[config.mk]
export PLATFORM = sky130hd
export DESIGN_NAME = can_mode_ctrl
export DESIGN_NICKNAME = d
export VERILOG_FILES = /design/src/rtl/can_mode_pkg.sv /design/src/rtl/can_mode_ctlreg.sv /design/src/rtl/can_mode_fsm.sv /design/src/rtl/can_mode_ack.sv /design/src/rtl/can_mode_ctrl.sv
export SDC_FILE = /design/constraint.sdc
export NUM_CORES = 1
export LEC_CHECK = 0
export BUFFER_PORTS_ARGS = -buffer_cell sky130_fd_sc_hd__buf_2
export CAP_MARGIN = 20
export CORE_AREA = 2 2 39 41
export CTS_CLUSTER_DIAMETER = 120
export DETAILED_ROUTE_END_ITERATION = 8
export DIE_AREA = 0 0 41 43
export MAX_ROUTING_LAYER = met4
export PLACE_DENSITY_LB_ADDON = 0.2
export RECOVER_POWER = 25
export SETUP_SLACK_MARGIN = 0.5
export SYNTH_ARGS = -nofsm -noshare
export SYNTH_HDL_FRONTEND = slang
export SYNTH_HIERARCHICAL = 1
export SYNTH_SLANG_ARGS = --single-unit
export TNS_END_PERCENT = 30
[constraint.sdc]
create_clock -name clk -period 1.2 [get_ports clk]
set_clock_uncertainty 0.1 [all_clocks]
set_input_delay 0 -clock clk [delete_from_list [all_inputs] [get_ports clk]]
set_output_delay 0 -clock clk [all_outputs]
set_load 0.02 [all_outputs]
[src/rtl/can_mode_pkg.sv]
package can_mode_pkg;

   typedef enum logic [1:0] {
      MODE_SLEEP  = 2'd0,
      MODE_INIT   = 2'd1,
      MODE_NORMAL = 2'd2
   } can_mode_e;

   // Exit target when sleep ends
   function automatic can_mode_e wake_target(input logic init_req);
      return init_req ? MODE_INIT : MODE_NORMAL;
   endfunction

   // Next mode from registered requests; init outranks sleep
   function automatic can_mode_e next_mode(input can_mode_e cur,
                                           input logic      sleep_req,
                                           input logic      init_req,
                                           input logic      wake_evt);
      can_mode_e nxt;
      nxt = cur;
      unique case (cur)
         MODE_SLEEP: begin
            if (wake_evt || !sleep_req) nxt = wake_target(init_req);
         end
         MODE_INIT: begin
            if (!init_req) nxt = sleep_req ? MODE_SLEEP : MODE_NORMAL;
         end
         MODE_NORMAL: begin
            if (init_req)       nxt = MODE_INIT;
            else if (sleep_req) nxt = MODE_SLEEP;
         end
         default: nxt = MODE_SLEEP;
      endcase
      return nxt;
   endfunction

endpackage

[src/rtl/can_mode_ctlreg.sv]
module can_mode_ctlreg #(
   parameter bit AUTOWAKE_EN = 1'b1
) (
   input  logic clk,
   input  logic rst_n,
   input  logic wr,
   input  logic wr_sleep,
   input  logic wr_init,
   input  logic wr_reset,
   input  logic wr_autowake,
   input  logic wake_evt,
   output logic sleep_q,
   output logic init_q,
   output logic reset_q,
   output logic autowake_q
);

   always_ff @(posedge clk or negedge rst_n) begin
      if (!rst_n) begin
         reset_q <= 1'b0;
      end else begin
         reset_q <= !reset_q && wr && wr_reset;
      end
   end

   always_ff @(posedge clk or negedge rst_n) begin
      if (!rst_n) begin
         sleep_q <= 1'b1;
         init_q  <= 1'b0;
      end else if (reset_q) begin
         sleep_q <= 1'b1;
         init_q  <= 1'b0;
      end else begin
         if (wake_evt)  sleep_q <= 1'b0;
         else if (wr)   sleep_q <= wr_sleep;
         if (wr)        init_q  <= wr_init;
      end
   end

   generate
      if (AUTOWAKE_EN) begin : g_aw
         always_ff @(posedge clk or negedge rst_n) begin
            if (!rst_n)       autowake_q <= 1'b0;
            else if (reset_q) autowake_q <= 1'b0;
            else if (wr)      autowake_q <= wr_autowake;
         end
      end else begin : g_no_aw
         assign autowake_q = 1'b0;
      end
   endgenerate

   // the command bit never stays set for two cycles
   a_r2_reset_selfclear: assert property (@(posedge clk) disable iff (!rst_n)
      reset_q |=> !reset_q);

   // control contents return to power-up values
   a_r2_reset_values: assert property (@(posedge clk) disable iff (!rst_n)
      reset_q |=> (sleep_q && !init_q && !autowake_q));

endmodule

[src/rtl/can_mode_fsm.sv]
module can_mode_fsm
   import can_mode_pkg::*;
(
   input  logic      clk,
   input  logic      rst_n,
   input  logic      soft_rst,
   input  logic      sleep_req,
   input  logic      init_req,
   input  logic      autowake,
   input  logic      bus_activity,
   output logic      wake_evt,
   output can_mode_e mode_q
);

   can_mode_e mode_d;

   assign wake_evt = (mode_q == MODE_SLEEP) && autowake && bus_activity && !soft_rst;

   always_comb begin
      mode_d = next_mode(mode_q, sleep_req, init_req, wake_evt);
   end

   always_ff @(posedge clk or negedge rst_n) begin
      if (!rst_n)        mode_q <= MODE_SLEEP;
      else if (soft_rst) mode_q <= MODE_SLEEP;
      else               mode_q <= mode_d;
   end

   // soft reset lands in sleep
   a_r2_rst_to_sleep: assert property (@(posedge clk) disable iff (!rst_n)
      soft_rst |=> (mode_q == MODE_SLEEP));

   // init request wins outside sleep
   a_r6_init_priority: assert property (@(posedge clk) disable iff (!rst_n)
      (init_req && !soft_rst && mode_q != MODE_SLEEP) |=> (mode_q == MODE_INIT));

   // exit from sleep honours the init request
   a_r7_exit_target: assert property (@(posedge clk) disable iff (!rst_n)
      (mode_q == MODE_SLEEP && !soft_rst && (wake_evt || !sleep_req))
      |=> (mode_q == (init_req ? MODE_INIT : MODE_NORMAL)));

   // without autowake, sleep holds while requested
   a_r3_stay_asleep: assert property (@(posedge clk) disable iff (!rst_n)
      (mode_q == MODE_SLEEP && sleep_req && !autowake) |=> (mode_q == MODE_SLEEP));

endmodule

[src/rtl/can_mode_ack.sv]
module can_mode_ack
   import can_mode_pkg::*;
#(
   parameter int STAGES = 1
) (
   input  logic      clk,
   input  logic      rst_n,
   input  can_mode_e mode,
   output logic      sleep_ack,
   output logic      init_ack
);

   localparam int LAST = STAGES - 1;

   logic [1:0] pipe [STAGES];

   generate
      if (STAGES < 1 || STAGES > 8) begin : g_bad
         $error("can_mode_ack: STAGES must be 1..8");
      end
      for (genvar i = 0; i < STAGES; i++) begin : g_stage
         always_ff @(posedge clk or negedge rst_n) begin
            if (!rst_n) begin
               pipe[i] <= 2'b01;
            end else if (i == 0) begin
               pipe[i] <= {mode == MODE_INIT, mode == MODE_SLEEP};
            end else begin
               pipe[i] <= pipe[(i > 0) ? i - 1 : 0];
            end
         end
      end
      if (STAGES == 1) begin : g_chk
         // acknowledge follows mode by one cycle
         a_r5_ack_latency: assert property (@(posedge clk) disable iff (!rst_n)
            1'b1 |=> (sleep_ack == $past(mode == MODE_SLEEP) &&
                      init_ack  == $past(mode == MODE_INIT)));
      end
   endgenerate

   assign sleep_ack = pipe[LAST][0];
   assign init_ack  = pipe[LAST][1];

   a_r5_ack_exclusive: assert property (@(posedge clk) disable iff (!rst_n)
      !(sleep_ack && init_ack));

endmodule

[src/rtl/can_mode_ctrl.sv]
module can_mode_ctrl
   import can_mode_pkg::*;
#(
   parameter bit AUTOWAKE_EN = 1'b1,
   parameter int ACK_STAGES  = 1
) (
   input  logic       clk,
   input  logic       rst_n,
   input  logic       ctl_wr,
   input  logic       ctl_sleep,
   input  logic       ctl_init,
   input  logic       ctl_reset,
   input  logic       ctl_autowake,
   input  logic       bus_activity,
   output logic       sleep_req_q,
   output logic       init_req_q,
   output logic       reset_q,
   output logic       autowake_q,
   output logic [1:0] mode,
   output logic       sleep_ack,
   output logic       init_ack
);

   can_mode_e mode_q;
   logic      wake_evt;

   can_mode_ctlreg #(.AUTOWAKE_EN(AUTOWAKE_EN)) u_reg (
      .clk         (clk),
      .rst_n       (rst_n),
      .wr          (ctl_wr),
      .wr_sleep    (ctl_sleep),
      .wr_init     (ctl_init),
      .wr_reset    (ctl_reset),
      .wr_autowake (ctl_autowake),
      .wake_evt    (wake_evt),
      .sleep_q     (sleep_req_q),
      .init_q      (init_req_q),
      .reset_q     (reset_q),
      .autowake_q  (autowake_q)
   );

   can_mode_fsm u_fsm (
      .clk          (clk),
      .rst_n        (rst_n),
      .soft_rst     (reset_q),
      .sleep_req    (sleep_req_q),
      .init_req     (init_req_q),
      .autowake     (autowake_q),
      .bus_activity (bus_activity),
      .wake_evt     (wake_evt),
      .mode_q       (mode_q)
   );

   can_mode_ack #(.STAGES(ACK_STAGES)) u_ack (
      .clk       (clk),
      .rst_n     (rst_n),
      .mode      (mode_q),
      .sleep_ack (sleep_ack),
      .init_ack  (init_ack)
   );

   assign mode = mode_q;

   // bus activity in sleep with autowake ends sleep at once
   a_r4_autowake: assert property (@(posedge clk) disable iff (!rst_n)
      (mode == 2'd0 && autowake_q && bus_activity && !reset_q)
      |=> (!sleep_req_q && mode != 2'd0));

   // outside sleep the sleep request ignores bus activity
   a_r8_bus_ignored: assert property (@(posedge clk) disable iff (!rst_n)
      (mode != 2'd0 && !ctl_wr && !reset_q) |=> $stable(sleep_req_q));

   // mode only changes one edge after the requests were registered
   a_r9_reg_driven: assert property (@(posedge clk) disable iff (!rst_n)
      (mode == 2'd2 && !init_req_q && !sleep_req_q && !reset_q) |=> (mode == 2'd2));

endmodule

After elaboration in Yosys (flattened, before gate mapping)
Cells that the tools add are included.
Widths: inputs -> output; s select.

word-level totals
  output and inout port bits = 8
  logic and storage cells = 38
  register bits after elaboration = 8
  input bits = 8

operators by class
  muxes and demuxes = 15
  equal/unequal tests = 5
  reduce and logical (&&, ||, !) cells = 12

operators with widths
  cell                count
  $mux 2              7
  $mux 1              7
  $ne 3x3->1 const B  2
  $pmux 2 s3          1
  $logic_and 1x1->1   5
  $ne 4x4->1 const B  1
  $reduce_and 3->1    1
  $reduce_bool 3->1   1
  $eq 2x1->1 const B  1
  $eq 2x2->1 const B  1
  $logic_not 1->1     2
  $logic_not 2->1     1
  $reduce_bool 2->1   1
  $logic_or 1x1->1    1

Depth between registers and ports, before layout
Gate-level depths: netlist of run 1.

  depth after elaboration = 8
  mapped depth = 3
  gate-level depth less buffers = 3

Cells and area by module
Netlist of run 1, hierarchy kept.

modules (own cells, without submodules)
  module           area each (µm²)  sequential area each (µm²)  times used  cells each
  can_mode_ctlreg  156.4            101.3                       1           11
  can_mode_fsm     107.6            50.0                        1           10
  can_mode_ack     68.8             51.3                        1           4

Worst setup path before layout of run 1
No wires, ideal clock.

  kind = register to register
  start = register u_fsm.mode_q[1]
  end = register u_reg.sleep_q
  library setup time = 0.073 ns
  period minus slack after synthesis = 1.244 ns
  path buffers = 0
  stages on the path, launching flop included = 4
  path slack = -0.044 ns
  data required time = 1.027 ns
  data arrival time = 1.070 ns
  cells stage by stage = dfrtp_1 > and4bb_2 > nor2b_1 > o21bai_1

on the way
  cells in the longest elaborated chain, start to end = 6
  elaborated cells on any way between the ends = 7
  classes of those cells = 2 x mux; 5 x reduce/logical

ends and longest elaborated chain
  what                               RTL line               RTL
  from (decl)                        can_mode_fsm.sv:12     output can_mode_e mode_q
  from (signal assigned)             can_mode_fsm.sv:26     else mode_q <= mode_d;
  $logic_not 2->1 *                  can_mode_fsm.sv:17     assign wake_evt = (mode_q == MODE_SLEEP) && autowake && bus_activity && !soft_rst;
  $logic_and 1x1->1 * (3 in series)  can_mode_fsm.sv:17
  named net wake_evt                 can_mode_ctrl.sv:25    logic wake_evt;
  $mux 1                             can_mode_ctlreg.sv:34  if (wake_evt) sleep_q <= 1'b0;
  $mux 1                             can_mode_ctlreg.sv:30  end else if (reset_q) begin
  to (signal assigned)               can_mode_ctlreg.sv:35  else if (wr) sleep_q <= wr_sleep;
  to (decl)                          can_mode_ctlreg.sv:12  output logic sleep_q,

The timed path passes the listed nets; every way through them passes the cells marked *.
A chain may end at the register's enable or synchronous reset.

Worst setup path after layout of run 1
  start = register u_fsm.mode_q[1]
  end = register u_fsm.mode_q[0]

on the way
  cells in the longest elaborated chain, start to end = 7
  elaborated cells on any way between the ends = 13
  classes of those cells = 5 x eq/ne; 2 x mux; 6 x reduce/logical

ends and longest elaborated chain
  what                             RTL line                                RTL
  $logic_not 2->1                  can_mode_pkg.sv:21, can_mode_fsm.sv:17
  $logic_and 1x1->1 (3 in series)  can_mode_fsm.sv:17
  $logic_or 1x1->1                 can_mode_pkg.sv:23                      if (wake_evt || !sleep_req) nxt = wake_target(init_req);
  $ne 3x3->1 (no line)             -
  $reduce_and 3->1 (no line)       -

Several ways; a longest one is shown, not always the timed one.

==> results by group, run 1 <==
Critical path
  • R2R Setup Slk: between 0.09 and 0.1 ns
  • Crit path max fanout: 4
  • Critical path required time: approximately 1.2 ns
  • FF-to-FF Start: u_fsm/mode_q[1]$_DFFE_PN0P_
  • Critical path type: reg -> reg
  • CP arrival: ~1.1 ns
  • Crit. Startpoint: u_fsm/mode_q[1]$_DFFE_PN0P_
  • Endpoint class of the critical path: register
  • RR Endpoint: u_fsm/mode_q[0]$_DFFE_PN0P_
  • Worst r2r path cells: 3
  • Startpoint Class: register
  • Crit path capture: u_fsm/mode_q[0]$_DFFE_PN0P_

Die
  • Die Span Y: approximately 43 µm
  • DIE AREA: around 0.0018 mm²
  • Boundary Pins: 16
  • Core area: between 0.001 and 0.0015 mm²
  • Initial Util: between 20 and 25%
  • Cell Rows: 14
  • Die Span X: around 41 µm

Clock network
  • CTS Root Cell: clkbuf_4
  • CTS tree: built
  • CTS max path bufs: 2
  • Worst skew pair latency: 0.26 ns
  • TritonCTS Buffers: 3
  • H-tree depth: 1
  • Hold Buf Count CTS: 1
  • Worst-path clk slew: approximately 0.060 ns
  • CTS Sinks: 8

Power
  • Leak Pwr: ~0.00026 µW
  • Max rail drop VDD: slightly below 600 µV
  • Pwr/cell area: 1529 mW/mm²

Route
  • First-pass detailed-route iteration total: 2
  • Routed WL: around 810 µm
  • DRC: 0
  • WL met1: 313 µm
  • Antenna viol nets, final: 0
  • Vias: 283
  • Vias/cell: 4.288
  • Max Used Layer: met4
  • Avg WL per Cell: ~12 µm
  • Drt initial violations: 1
  • Met3 WL: roughly 76 µm
  • Met2 WL: just over 400 µm

Placed design
  • Worst slack, placed: between 0.07 and 0.08 ns
  • Placed Instance Area: 437.9 µm²
  • Final GP Congestion: between 0.6 and 0.7
  • Port-buffer cells: 15

STA
  • Final WS setup: 0.09173 ns
  • Worst hold slack: -0.1085 ns
  • Slew Limit Fails: 0
  • Max_slew headroom: between 70% and 80%
  • Final min period: 1.108 ns
  • Fin. Hold Viols: 4
  • Fin crit share: between 90% and 100%
  • RSZ-0062 raised after global routing: true
  • Setup TNS: 0 ns
  • Final setup violation count: 0
  • Fmax: between 900 and 1000 MHz
  • Tightest Pin Transition: ~0.43 ns

Logic synthesis
  • Mean Syn Cell Area: around 13 µm²
  • Post-synthesis cell count: 25
  • Register bit total from synthesis: 8
  • Largest area contributor in the netlist: dfrtp_1
  • Seq/Total Area, Yosys: around three fifths
  • EDFF count, synth: 0
  • Synthesized area: 332.8 µm²
  • Net Count, Synth: 33
  • Synth warn: 6
  • Yosys cell types: 14
  • Synth async-reset ratio: between 90% and 100%
  • Top cell type's share of synthesized area: between 40% and 50%
  • Largest cells by area after synthesis: dfrtp_1, dfstp_2, mux2i_1
  • Synth Flop Type: dfrtp_1

Layout
  • Nets: 59
  • Final Instance Area: approximately 520 µm²
  • Fin util: 37.70%
  • Area growth syn-to-layout: 56.77%
  • Antenna diode count: 0
  • Commonest non-fill, non-tap cell in the layout: buf_2
  • Most frequent cells in the layout: buf_2, buf_4, nor2_1, dfrtp_1
  • Share of layout cells above drive strength 1: around three fifths

GRT
  • Global-route wire length before repair: 1345 µm
  • Vias in the first global route: 320
  • Initial antenna violation count: 0
  • Gr ovfl total: 0
  • Largest net degree at the start of global routing: 9
  • GRT Util Overall: 12.71%

Flow run
  • Max cap viols: 0

Min path
  • HP Class: in -> reg
  • WHS Path Cells: 3

Outcome
  • Outcome: finished, violations left
  • Failing checks: hold timing
[worst min-delay path by stage]
| stage | from | to | slack (ns) |
|---|---|---|---|
| 2_1_floorplan | rst_n | u_ack/pipe[1]$_DFF_PN0_ | -0.40 |
| 3_3_place_gp | rst_n | u_ack/pipe[1]$_DFF_PN0_ | -0.25 |
| 3_5_place_dp | rst_n | u_ack/pipe[1]$_DFF_PN0_ | -0.25 |
| 4_1_cts | ctl_init | u_reg/init_q$_DFFE_PN0P_ | -0.12 |
| 5_1_grt | ctl_autowake | u_reg/autowake_q$_DFFE_PN0P_ | -0.09 |
| 6_report | ctl_init | u_reg/init_q$_DFFE_PN0P_ | -0.11 |
[synthesized netlist by cell type (all sizes together) (2+ instances only)]
master	instances
dfstp	2
nor2	4
nor2b	2
dfrtp	6
mux2i	3
[critical path, stage by stage, from the launching register on]
cell and delay (ns):
dfrtp_2 0.42, buf_6 0.13, a211oi_1 0.22, a221oi_1 0.12
[metrics by stage]
stage | cells | power (µW)
floorplan | 25 | 452.3
global placement | 57 | 523.8
detailed placement | 57 | 527.0
CTS | 64 | 796.0
global route | 66 | 844.1
finish | 66 | 797.6
[area by class of cell]
cell class | instances | area [µm²]
Clock buffer | 4 | 26.28
Fill cell | 141 | 862.1
Multi-Input combinational cell | 17 | 132.6
Sequential cell | 8 | 205.2
Tap cell | 16 | 20.02
Timing Repair Buffer | 21 | 137.6
[logic make-up (layout without fill, tap and decap cells)]
kind of cell / Yosys count / in the layout / share of synthesized area, %
and+or+nand+nor: 9 / 9 / 19.17
DFF: 8 / 8 / 60.90
buffers and inverters: 0 / 25 / 0
muxes: 3 / 3 / 9.023
AOI/OAI and AO/OA: 5 / 5 / 10.90
[where the power goes]
group,switching [µW],internal [µW]
sequential,30.2,317
combinational,109,114
clock,98.9,128
[flip-flops by register name, indices dropped and copies added, names as in the netlist]
signal	cells
u_ack/pipe	2
u_reg/autowake_q	1
u_reg/sleep_q	1
u_reg/reset_q	1
u_reg/init_q	1
u_fsm/mode_q	2
[metal layers]
layer	up-vias	GRT usage (%)
met5	-	-
met4	0	14.00
met3	2	3.141
met2	12	17.19
met1	130	13.38
li1	139	-
[what timing repair did]
item,4_1_cts,5_1_grt
hold endpoints to repair,12,4
endpoints found under the setup margin,16,16
setup buffers,2,2
gates resized for setup,5,1
pin swaps,1,0
(Power assumes the default switching activity.)
==> run 2, diff against run 1 <==
--- a/config.mk
+++ b/config.mk
@@ -13,7 +13,6 @@
 export DIE_AREA = 0 0 41 43
 export MAX_ROUTING_LAYER = met4
 export PLACE_DENSITY_LB_ADDON = 0.2
-export RECOVER_POWER = 25
 export SETUP_SLACK_MARGIN = 0.5
 export SYNTH_ARGS = -nofsm -noshare
 export SYNTH_HDL_FRONTEND = slang
==> run 2 against run 1 <==
Sequential cell count is the same. Utilization grew 0.091 points. Combinational power is essentially flat. Non-clock buffer count is the same. Largest power group unchanged. Highest routed layer unchanged. Sequential share of layout area shrank 0.094 points. Wire length shrank 0.25%. First-iteration DRC count grew 100%. The flow still finishes with violations (hold timing).
==> results by group, run 2 (same netlist as run 1, synthesis figures left out) <==
Clock network
  • CTS max path bufs: 2
  • CTS tree: built
  • CTS Sinks: 8
  • Worst skew pair latency: approximately 0.26 ns
  • CTS Root Cell: clkbuf_4
  • Hold Buf Count CTS: 1
  • H-tree depth: 1
  • Worst-path clk slew: 0.06 ns
  • TritonCTS Buffers: 3

Route
  • Avg WL per Cell: approximately 12 µm
  • Vias: 281
  • DRC: 0
  • Antenna viol nets, final: 0
  • First-pass detailed-route iteration total: 2
  • Vias/cell: 4.258
  • Routed WL: 810 µm
  • Drt initial violations: 2

Placed design
  • Port-buffer cells: 15
  • Worst slack, placed: 0.07311 ns
  • Final GP Congestion: 0.6932

STA
  • Worst hold slack: -0.1085 ns
  • Final min period: around 1.1 ns
  • RSZ-0062 raised after global routing: true
  • Tightest Pin Transition: roughly 0.25 ns
  • Setup TNS: 0 ns
  • Slew Limit Fails: 0
  • Final setup violation count: 0
  • Fmax: 906.5 MHz
  • Max_slew headroom: ~84%
  • Fin. Hold Viols: 4
  • Final WS setup: around 0.097 ns
  • Fin crit share: a little over 90%

Critical path
  • Worst r2r path cells: 3
  • WP depth: 3
  • R2R Setup Slk: ~0.097 ns
  • Crit. Startpoint: u_fsm/mode_q[1]$_DFFE_PN0P_
  • Critical Path, Cell by Cell: buf_6 -> a211oi_1 -> a221oi_1
  • Critical path type: reg -> reg
  • Slowest stage delay, CP: about 0.42 ns
  • Endpoint class of the critical path: register
  • Crit path max fanout: 4
  • Crit path max-delay family: flip-flops
  • Buffers and inverters on the worst path: 1
  • CP max-delay cell: dfrtp_2
  • Critical path required time: approximately 1.2 ns
  • FF-to-FF Start: u_fsm/mode_q[1]$_DFFE_PN0P_
  • CP arrival: between 1 and 1.5 ns
  • Startpoint Class: register

Outcome
  • Outcome: finished, violations left
  • Failing checks: hold timing

Power
  • Pwr/cell area: around 1500 mW/mm²
  • Internal Pwr Total: roughly 560 µW
  • Max rail drop VDD: 579.1 µV
  • Power share of the sequential group: 43.5%
  • Part of the power in combinational logic: 28.0%
  • Clock share of power: 28.4%
  • Leak Pwr: about 0.00026 µW
  • Sw frac: around 30%
  • P_sw: 238.3 µW

Min path
  • Hold Crit Start: ctl_autowake
  • WHS Path Cells: 3
  • HP Class: in -> reg

GRT
  • Gr ovfl total: 0
  • Initial antenna violation count: 0
  • Largest net degree at the start of global routing: 9
  • GRT Util Overall: between 10% and 20%
  • Vias in the first global route: 320
  • Global-route wire length before repair: ~1300 µm

Layout
  • Register area: between 200 and 250 µm²
  • Number of fill cells: 141
  • Biggest regs: u_ack/pipe (2), u_fsm/mode_q (2)
  • Antenna diode count: 0
  • Most frequent cells in the layout: buf_2, buf_4, nor2_1, dfrtp_1
  • Share of layout cells above drive strength 1: 62.00%
  • Commonest non-fill, non-tap cell in the layout: buf_2
  • Nets: 59
  • Area growth syn-to-layout: 57.14%
  • Area of the multi-input gates: 132.6 µm²

Die
  • Initial Util: roughly 24%
  • Boundary Pins: 16
  • DIE AREA: around 0.0018 mm²
  • Core area: roughly 0.0014 mm²
  • Cell Rows: 14
  • Die Span Y: 43 µm
  • Die Span X: 41 µm

Flow run
  • Max cap viols: 0
## run 2: cell count changes in the layout (fill, tap and decap cells not counted), sizes merged
cell / previous run / this run
clkbuf: 5 / 4
buf: 19 / 20
## run 2: worst reg2reg max path, stage by stage, from the launching register on
cell      delay, ns
dfrtp_2        0.42
buf_6          0.13
a211oi_1       0.21
a221oi_1       0.12
## run 2: final timing paths
kind                                                 to
setup reg to reg            u_fsm/mode_q[0]$_DFFE_PN0P_
setup / recovery            u_fsm/mode_q[0]$_DFFE_PN0P_
hold reg to reg             u_fsm/mode_q[0]$_DFFE_PN0P_
max in group asynchronous       u_ack/pipe[0]$_DFF_PN1_
min in group asynchronous   u_fsm/mode_q[0]$_DFFE_PN0P_
hold / removal             u_reg/autowake_q$_DFFE_PN0P_
## run 2: cell type report
cell class	instances	area share, %
Tap cell	16	3.828
Timing Repair Buffer	21	26.55
Sequential cell	8	39.23
Clock buffer	4	5.024
Multi-Input combinational cell	17	25.36
## run 2: repair_timing
action | 4_1_cts | 5_1_grt
buffers inserted | 2 | 2
endpoints found under the setup margin | 16 | 16
resized for setup | 5 | 1
pin swaps | 1 | 0
hold endpoints to repair | 12 | 4
## run 2: stage by stage
step	total power [µW]	utilization (%)	area (µm²)	cells	hold slack, ns
floorplan	452.3	-	335.3	25	-0.3956
global placement	523.8	31.65	437.9	57	-0.2518
detailed placement	527.0	31.65	437.9	57	-0.2512
CTS	796.0	36.53	505.5	64	-0.1227
global route	844.9	37.79	523.0	66	-0.09444
finish	798.1	37.79	523.0	66	-0.1085
## run 2: per-layer routing
metal,up-vias,routed length (µm),track usage [%]
met4,0,8,14.00
met2,12,413,17.19
met1,128,312,13.38
met5,-,0,-
li1,139,-,-
met3,2,76,3.141
## run 2: power by group through the flow
stage	Sequential [µW]	Clock, µW	Combinational [µW]
finish	348	227	224
detailed placement	353	0	174
floorplan	402	0	50.1
global placement	350	0	174
global route	354	249	241
CTS	349	237	210
